**config.mk**
```make
export PLATFORM = sky130hd
export DESIGN_NAME = usb_rx_engine
export DESIGN_NICKNAME = d
export VERILOG_FILES = /design/src/rtl/usb_rx_pkg.sv /design/src/rtl/usb_rx_nrzi.sv /design/src/rtl/usb_rx_unstuff.sv /design/src/rtl/usb_rx_crc.sv /design/src/rtl/usb_rx_engine.sv
export SDC_FILE = /design/constraint.sdc
export NUM_CORES = 1
export LEC_CHECK = 0
export ABC_CLOCK_PERIOD_IN_PS = 4600
export BUFFER_PORTS_ARGS = -buffer_cell sky130_fd_sc_hd__buf_4
export CAP_MARGIN = 20
export CORE_UTILIZATION = 55
export CTS_CLUSTER_DIAMETER = 80
export DETAILED_ROUTE_END_ITERATION = 16
export PLACE_DENSITY = 0.72
export SYNTH_ARGS = -nofsm -noshare
export SYNTH_HDL_FRONTEND = slang
export SYNTH_SLANG_ARGS = --single-unit
```
**constraint.sdc**
```tcl
create_clock -name clk_i -period 4.6 [get_ports clk_i]
set_input_delay 0 -clock clk_i [delete_from_list [all_inputs] [get_ports clk_i]]
set_output_delay 0 -clock clk_i [all_outputs]
set_load 0.03 [all_outputs]
```
**src/rtl/usb_rx_pkg.sv**
```systemverilog
package usb_rx_pkg;
  localparam int unsigned CRC5_W  = 5;
  localparam int unsigned CRC16_W = 16;
  localparam logic [CRC5_W-1:0]  CRC5_POLY  = 5'h05;
  localparam logic [CRC16_W-1:0] CRC16_POLY = 16'h8005;

  typedef enum logic [1:0] {
    PK_SPECIAL   = 2'b00,
    PK_TOKEN     = 2'b01,
    PK_HANDSHAKE = 2'b10,
    PK_DATA      = 2'b11
  } pid_kind_e;

  // Residual left after a register absorbs its own complement, MSB first.
  // Equal to running the all-ones seed over w zeros.
  function automatic logic [15:0] crc_residual(input int unsigned w, input logic [15:0] poly);
    logic [15:0] c;
    logic [15:0] mask;
    logic fb;
    mask = (16'h1 << w) - 16'h1;
    c = mask;
    for (int unsigned i = 0; i < w; i++) begin
      fb = c[w-1];
      c  = ((c << 1) ^ (fb ? poly : 16'h0)) & mask;
    end
    return c;
  endfunction
endpackage

```
**src/rtl/usb_rx_nrzi.sv**
```systemverilog
module usb_rx_nrzi (
  input  logic clk_i,
  input  logic rst_ni,
  input  logic stb_i,
  input  logic line_i,
  input  logic idle_i,
  output logic dbit_o
);
  logic prev_q;

  always_ff @(posedge clk_i or negedge rst_ni) begin
    if (!rst_ni)     prev_q <= 1'b1;
    else if (idle_i) prev_q <= 1'b1;
    else if (stb_i)  prev_q <= line_i;
  end

  assign dbit_o = ~(line_i ^ prev_q);
endmodule

```
**src/rtl/usb_rx_unstuff.sv**
```systemverilog
module usb_rx_unstuff #(
  parameter int unsigned RUN = 6
) (
  input  logic clk_i,
  input  logic rst_ni,
  input  logic start_i,
  input  logic stb_i,
  input  logic bit_i,
  output logic keep_o,
  output logic stuff_err_o
);
  localparam int unsigned OW = $clog2(RUN + 1);
  logic [OW-1:0] ones_q;

  assign keep_o      = (ones_q != OW'(RUN));
  assign stuff_err_o = stb_i && !keep_o && bit_i;

  always_ff @(posedge clk_i or negedge rst_ni) begin
    if (!rst_ni)      ones_q <= '0;
    else if (start_i) ones_q <= OW'(1);
    else if (stb_i) begin
      if (!keep_o)    ones_q <= '0;
      else if (bit_i) ones_q <= ones_q + OW'(1);
      else            ones_q <= '0;
    end
  end
endmodule

```
**src/rtl/usb_rx_crc.sv**
```systemverilog
module usb_rx_crc #(
  parameter int unsigned   W    = 5,
  parameter logic [W-1:0] POLY = '1
) (
  input  logic         clk_i,
  input  logic         rst_ni,
  input  logic         clr_i,
  input  logic         en_i,
  input  logic         bit_i,
  output logic [W-1:0] crc_o
);
  always_ff @(posedge clk_i or negedge rst_ni) begin
    if (!rst_ni)     crc_o <= '1;
    else if (clr_i)  crc_o <= '1;
    else if (en_i)   crc_o <= {crc_o[W-2:0], 1'b0} ^ ((crc_o[W-1] ^ bit_i) ? POLY : '0);
  end
endmodule

```
**src/rtl/usb_rx_engine.sv**
```systemverilog
module usb_rx_engine
  import usb_rx_pkg::*;
#(
  parameter int unsigned SYNC_ZEROS = 5,
  parameter int unsigned STUFF_RUN  = 6
) (
  input  logic       clk_i,
  input  logic       rst_ni,
  input  logic       bit_vld_i,
  input  logic       line_i,
  input  logic       eop_i,
  output logic [7:0] byte_o,
  output logic       byte_vld_o,
  output logic       byte_sop_o,
  output logic [3:0] pid_o,
  output logic       pkt_end_o,
  output logic       pid_err_o,
  output logic       crc_err_o,
  output logic       stuff_err_o,
  output logic       frame_err_o
);
  localparam int unsigned ZW = $clog2(SYNC_ZEROS + 1);
  localparam logic [15:0] RES5_W  = crc_residual(CRC5_W, 16'(CRC5_POLY));
  localparam logic [15:0] RES16_W = crc_residual(CRC16_W, CRC16_POLY);

  logic          in_pkt;
  logic [ZW-1:0] zcnt_q;
  logic [7:0]    sh_q;
  logic [2:0]    bcnt_q;
  logic          first_q, pid_good_q, stuff_acc_q;
  logic          dbit, keep, stuff_hit;
  logic          sync_hit, pkt_stb, keep_stb, crc_bad;
  logic [7:0]    new_byte;
  logic [CRC5_W-1:0]  crc5;
  logic [CRC16_W-1:0] crc16;

  assign sync_hit = !in_pkt && bit_vld_i && !eop_i && dbit && (zcnt_q >= ZW'(SYNC_ZEROS));
  assign pkt_stb  = in_pkt && bit_vld_i && !eop_i;
  assign keep_stb = pkt_stb && keep;
  assign new_byte = {dbit, sh_q[7:1]};

  usb_rx_nrzi u_nrzi (
    .clk_i, .rst_ni, .stb_i(bit_vld_i), .line_i, .idle_i(eop_i), .dbit_o(dbit)
  );

  usb_rx_unstuff #(.RUN(STUFF_RUN)) u_unstuff (
    .clk_i, .rst_ni, .start_i(sync_hit), .stb_i(pkt_stb), .bit_i(dbit),
    .keep_o(keep), .stuff_err_o(stuff_hit)
  );

  usb_rx_crc #(.W(CRC5_W), .POLY(CRC5_POLY)) u_crc5 (
    .clk_i, .rst_ni, .clr_i(sync_hit), .en_i(keep_stb && !first_q), .bit_i(dbit), .crc_o(crc5)
  );

  usb_rx_crc #(.W(CRC16_W), .POLY(CRC16_POLY)) u_crc16 (
    .clk_i, .rst_ni, .clr_i(sync_hit), .en_i(keep_stb && !first_q), .bit_i(dbit), .crc_o(crc16)
  );

  always_comb begin
    crc_bad = 1'b0;
    if (!first_q) begin
      unique case (pid_kind_e'(pid_o[1:0]))
        PK_TOKEN: crc_bad = (crc5  != RES5_W[CRC5_W-1:0]);
        PK_DATA:  crc_bad = (crc16 != RES16_W);
        default:  crc_bad = 1'b0;
      endcase
    end
  end

  always_ff @(posedge clk_i or negedge rst_ni) begin
    if (!rst_ni) begin
      in_pkt      <= 1'b0;
      zcnt_q      <= '0;
      sh_q        <= '0;
      bcnt_q      <= '0;
      first_q     <= 1'b0;
      pid_good_q  <= 1'b0;
      stuff_acc_q <= 1'b0;
      byte_o      <= '0;
      byte_vld_o  <= 1'b0;
      byte_sop_o  <= 1'b0;
      pid_o       <= '0;
      pkt_end_o   <= 1'b0;
      pid_err_o   <= 1'b0;
      crc_err_o   <= 1'b0;
      stuff_err_o <= 1'b0;
      frame_err_o <= 1'b0;
    end else begin
      byte_vld_o <= 1'b0;
      byte_sop_o <= 1'b0;
      pkt_end_o  <= 1'b0;
      if (!in_pkt) begin
        if (eop_i) zcnt_q <= '0;
        else if (bit_vld_i) begin
          if (dbit) begin
            zcnt_q <= '0;
            if (sync_hit) begin
              in_pkt      <= 1'b1;
              bcnt_q      <= '0;
              first_q     <= 1'b1;
              stuff_acc_q <= 1'b0;
            end
          end else if (zcnt_q != ZW'(SYNC_ZEROS)) begin
            zcnt_q <= zcnt_q + ZW'(1);
          end
        end
      end else if (eop_i) begin
        in_pkt      <= 1'b0;
        zcnt_q      <= '0;
        pkt_end_o   <= 1'b1;
        frame_err_o <= (bcnt_q != 3'd0) || first_q;
        pid_err_o   <= first_q || !pid_good_q;
        crc_err_o   <= crc_bad;
        stuff_err_o <= stuff_acc_q;
      end else if (bit_vld_i) begin
        if (stuff_hit) stuff_acc_q <= 1'b1;
        if (keep) begin
          sh_q   <= new_byte;
          bcnt_q <= bcnt_q + 3'd1;
          if (bcnt_q == 3'd7) begin
            byte_o     <= new_byte;
            byte_vld_o <= 1'b1;
            byte_sop_o <= first_q;
            if (first_q) begin
              pid_o      <= new_byte[3:0];
              pid_good_q <= (new_byte[7:4] == ~new_byte[3:0]);
              first_q    <= 1'b0;
            end
          end
        end
      end
    end
  end
endmodule

```
==> results.toml <==
[synth]
ys_seq_area_share_pct = 58.5
synth-warning-count = 0
yosys.cell_count.top_type = "dfrtp_1"
synthDistinctLibCells = 46
synth.top_cell.area_share_pct = 36.8
synth_cells = 218
synth-xor-area-share_pct = 3.91
synth-simple-area-share_pct = 13.0
synthTopCellsByCount = "dfrtp_1, nand2_1, dfstp_2, o22a_1, mux2_2"
async_flop_share_pct = 100
synth_nets = 230
syn_area_per_cell_sq_um = 12.2
yosysTopAreaCell = "dfrtp_1"
ys_ff_latch = 61
synth_top_family_by_area = "compound AO/OA/AOI/OAI gates"
synth_compound_gate_area_share_pct = 13.2
yosys.area_share.adder_pct = 3.30
synth-edff-count = 0
syn_area_sq_um = 2660
synth_ff_type = "dfrtp_1"
synth.area.top_cells = "dfrtp_1, dfstp_2, o22a_1"
synthMuxAreaShare_pct = 5.47

[routing]
ant_nets = 0
remaining_drc_errors = 0
wire_per_inst_um = 16.1
drt-total-wl_mm = 4.95
viasPerCell = 5.75
initialDrtViolationCount = 85
vias = 1766
first_pass_iters = 4

[hold_path]
hold_class = "in -> reg"
hold_depth = 3

[cells_and_area]
fillers = 336
syn_to_final_growth_pct = 17.2
fin_nets = 262
n_antenna_cell = 0
fin_util_pct = 69.1
stdcell_count = 307
drive_gt1_share_pct = 32.2
final_cell_area_sq_um = 3110

[setup_path]
cp_slowest_cell = "nand2_1"
crit_family = "simple AND/OR/NAND/NOR gates"
critPathMaxStageDelay_ps = 580
cp-end-kind = "flop"
r2r_cells = 6
cp-start-kind = "flop"
cp_max_fo = 22
crit_buf_inv = 1
path_class = "reg -> reg"
cp.arrival_ps = 2490
crit_required_ps = 4870
cp.depth = 6
path_cells = "inv_1 -> ha_1 -> a21oi_1 -> nand2_1 -> nand2_2 -> o22a_2"

[grt]
antenna_found_initial = 0
grt_pass1_vias = 1781
grt_max_degree = 62
globalRouteOverflowTotal = 0
track_usage_pct = 22.7
grt_pass1_wl_mm = 8.60

[clock_network]
post_cts_buffers = 0
numClockSinks = 61
cts-root-buf = "clkbuf_8"
clk_path_buf_depth = 2
cts_tree = "built"
clkLatencyLatePin_ps = 340
cts_buffers = 9
clk_pin_slew_ps = 70
cts_max_level = 3

[timing]
hold_viol = 0
drv_slew = 0
skew_ps = 5.71
setup_violations = 0
finalSetupTns_ps = 0
fmax_mhz = 452
tightest_slew_ps = 755
fin_crit_ps = 2210
slew_headroom_pct = 49.6
rsz0062_at_grt = "false"
fin_crit_sh_pct = 48.1

[run_status]
status = "completed"

[die]
io-pin-count = 24
core_sq_um = 4500
fp.dieH_um = 71.5
initial_core_util_pct = 58.9
die_w_um = 71.5
rows = 24
dieArea_sq_um = 5110

[placement]
dpl.hpwl_mm = 3.19
place.gp.congestion = 0.802
dpl_cell_area_sq_um = 2860
dp_cells = 288
port_buffers = 23

[power_and_ir_drop]
ir_worst_vdd_mv = 0.332
finalPower_mw = 1.13
power_leakage_nw = 1.52
power_per_cell_area_nw_per_um2 = 364

[flow_run]
cap_violations = 0
final timing paths:
path,startpoint,endpoint,slack (ps)
setup / recovery,u_unstuff.ones_q[0],u_crc5.crc_o[0],2390
hold / removal,bit_vld_i,zcnt_q[1],90
setup reg to reg,u_unstuff.ones_q[0],u_crc5.crc_o[0],2390
hold reg to reg,pid_good_q,pid_err_o,470
max in group asynchronous,rst_ni,zcnt_q[2],3850
min in group asynchronous,rst_ni,first_q,270
routing by layer:
layer	part of all wire [%]	routed length, um	GRT usage, %	up-vias
met5	0	0	0	-
met1	47	2340	30.7	868
li1	-	-	-	846
met4	2.1	105	10.2	0
met2	47	2320	34.5	41
met3	3.9	191	6.33	11
area by class of cell:
cell class | instances | area, sq um | area share [%]
clock buffer | 12 | 155 | 4.98
tap | 52 | 65.1 | 2.09
timing repair buffer | 26 | 203 | 6.51
multi-input combinational | 143 | 1030 | 33.2
inverter | 9 | 33.8 | 1.09
sequential | 61 | 1550 | 49.9
clock inverter | 4 | 70.1 | 2.25
logic make-up after synthesis:
| kind of cell | Yosys count |
|---|---|
| DFF | 61 |
| muxes | 13 |
| adders and majority gates | 7 |
| xor gates and xnor gates | 11 |
| AOI/OAI and AO/OA | 44 |
| and+or+nand+nor | 68 |
| buffers and inverters | 14 |
worst reg2reg max path: stages, from the launching register on:
cell and delay, ps:
dfrtp_1 400, inv_1 70, ha_1 240, a21oi_1 120
nand2_1 580, nand2_2 400, o22a_2 340
report_power, final:
group	switching, mW	internal [mW]
Combinational	0.0326	0.0192
Sequential	0.00592	0.545
Clock	0.197	0.333
metrics by stage:
step                      hold WS [ps]  worst slack (ps)
after floorplan                   -296              3080
after global placement             113              2490
after detailed placement           111              2430
after CTS                         67.7              2410
after global routing              93.5              2160
final                             89.4              2390
state kept, by name (all words and copies together), names as in the netlist, 3 cells and up:
| signal | cells |
|---|---|
| bcnt_q | 3 |
| u_crc16.crc_o | 16 |
| u_crc5.crc_o | 5 |
| byte_o | 8 |
| u_unstuff.ones_q | 3 |
| sh_q | 7 |
| zcnt_q | 3 |
| pid_o | 4 |
cell usage in the layout (no fill, tap or decap), types with 4 or more instances in the layout:
master    instances
dfrtp_1          39
ha_1              7
clkbuf_8         11
dfstp_2          22
nor2_1            6
o21ai_0           4
nand4_1           4
o22a_1           19
buf_4            23
nand3_1           6
mux2_2           12
xor2_1            5
xnor2_1           5
inv_1             9
nand2_1          31
what timing repair did:
| item | 4_1_cts | 5_1_grt |
|---|---|---|
| endpoints found under the setup margin | 0 | 0 |
| resized for setup | 0 | 0 |
| hold endpoints to repair | 41 | 0 |
| hold buffers | 3 | 0 |
No activity file was read; power rests on OpenSTA's default activity.
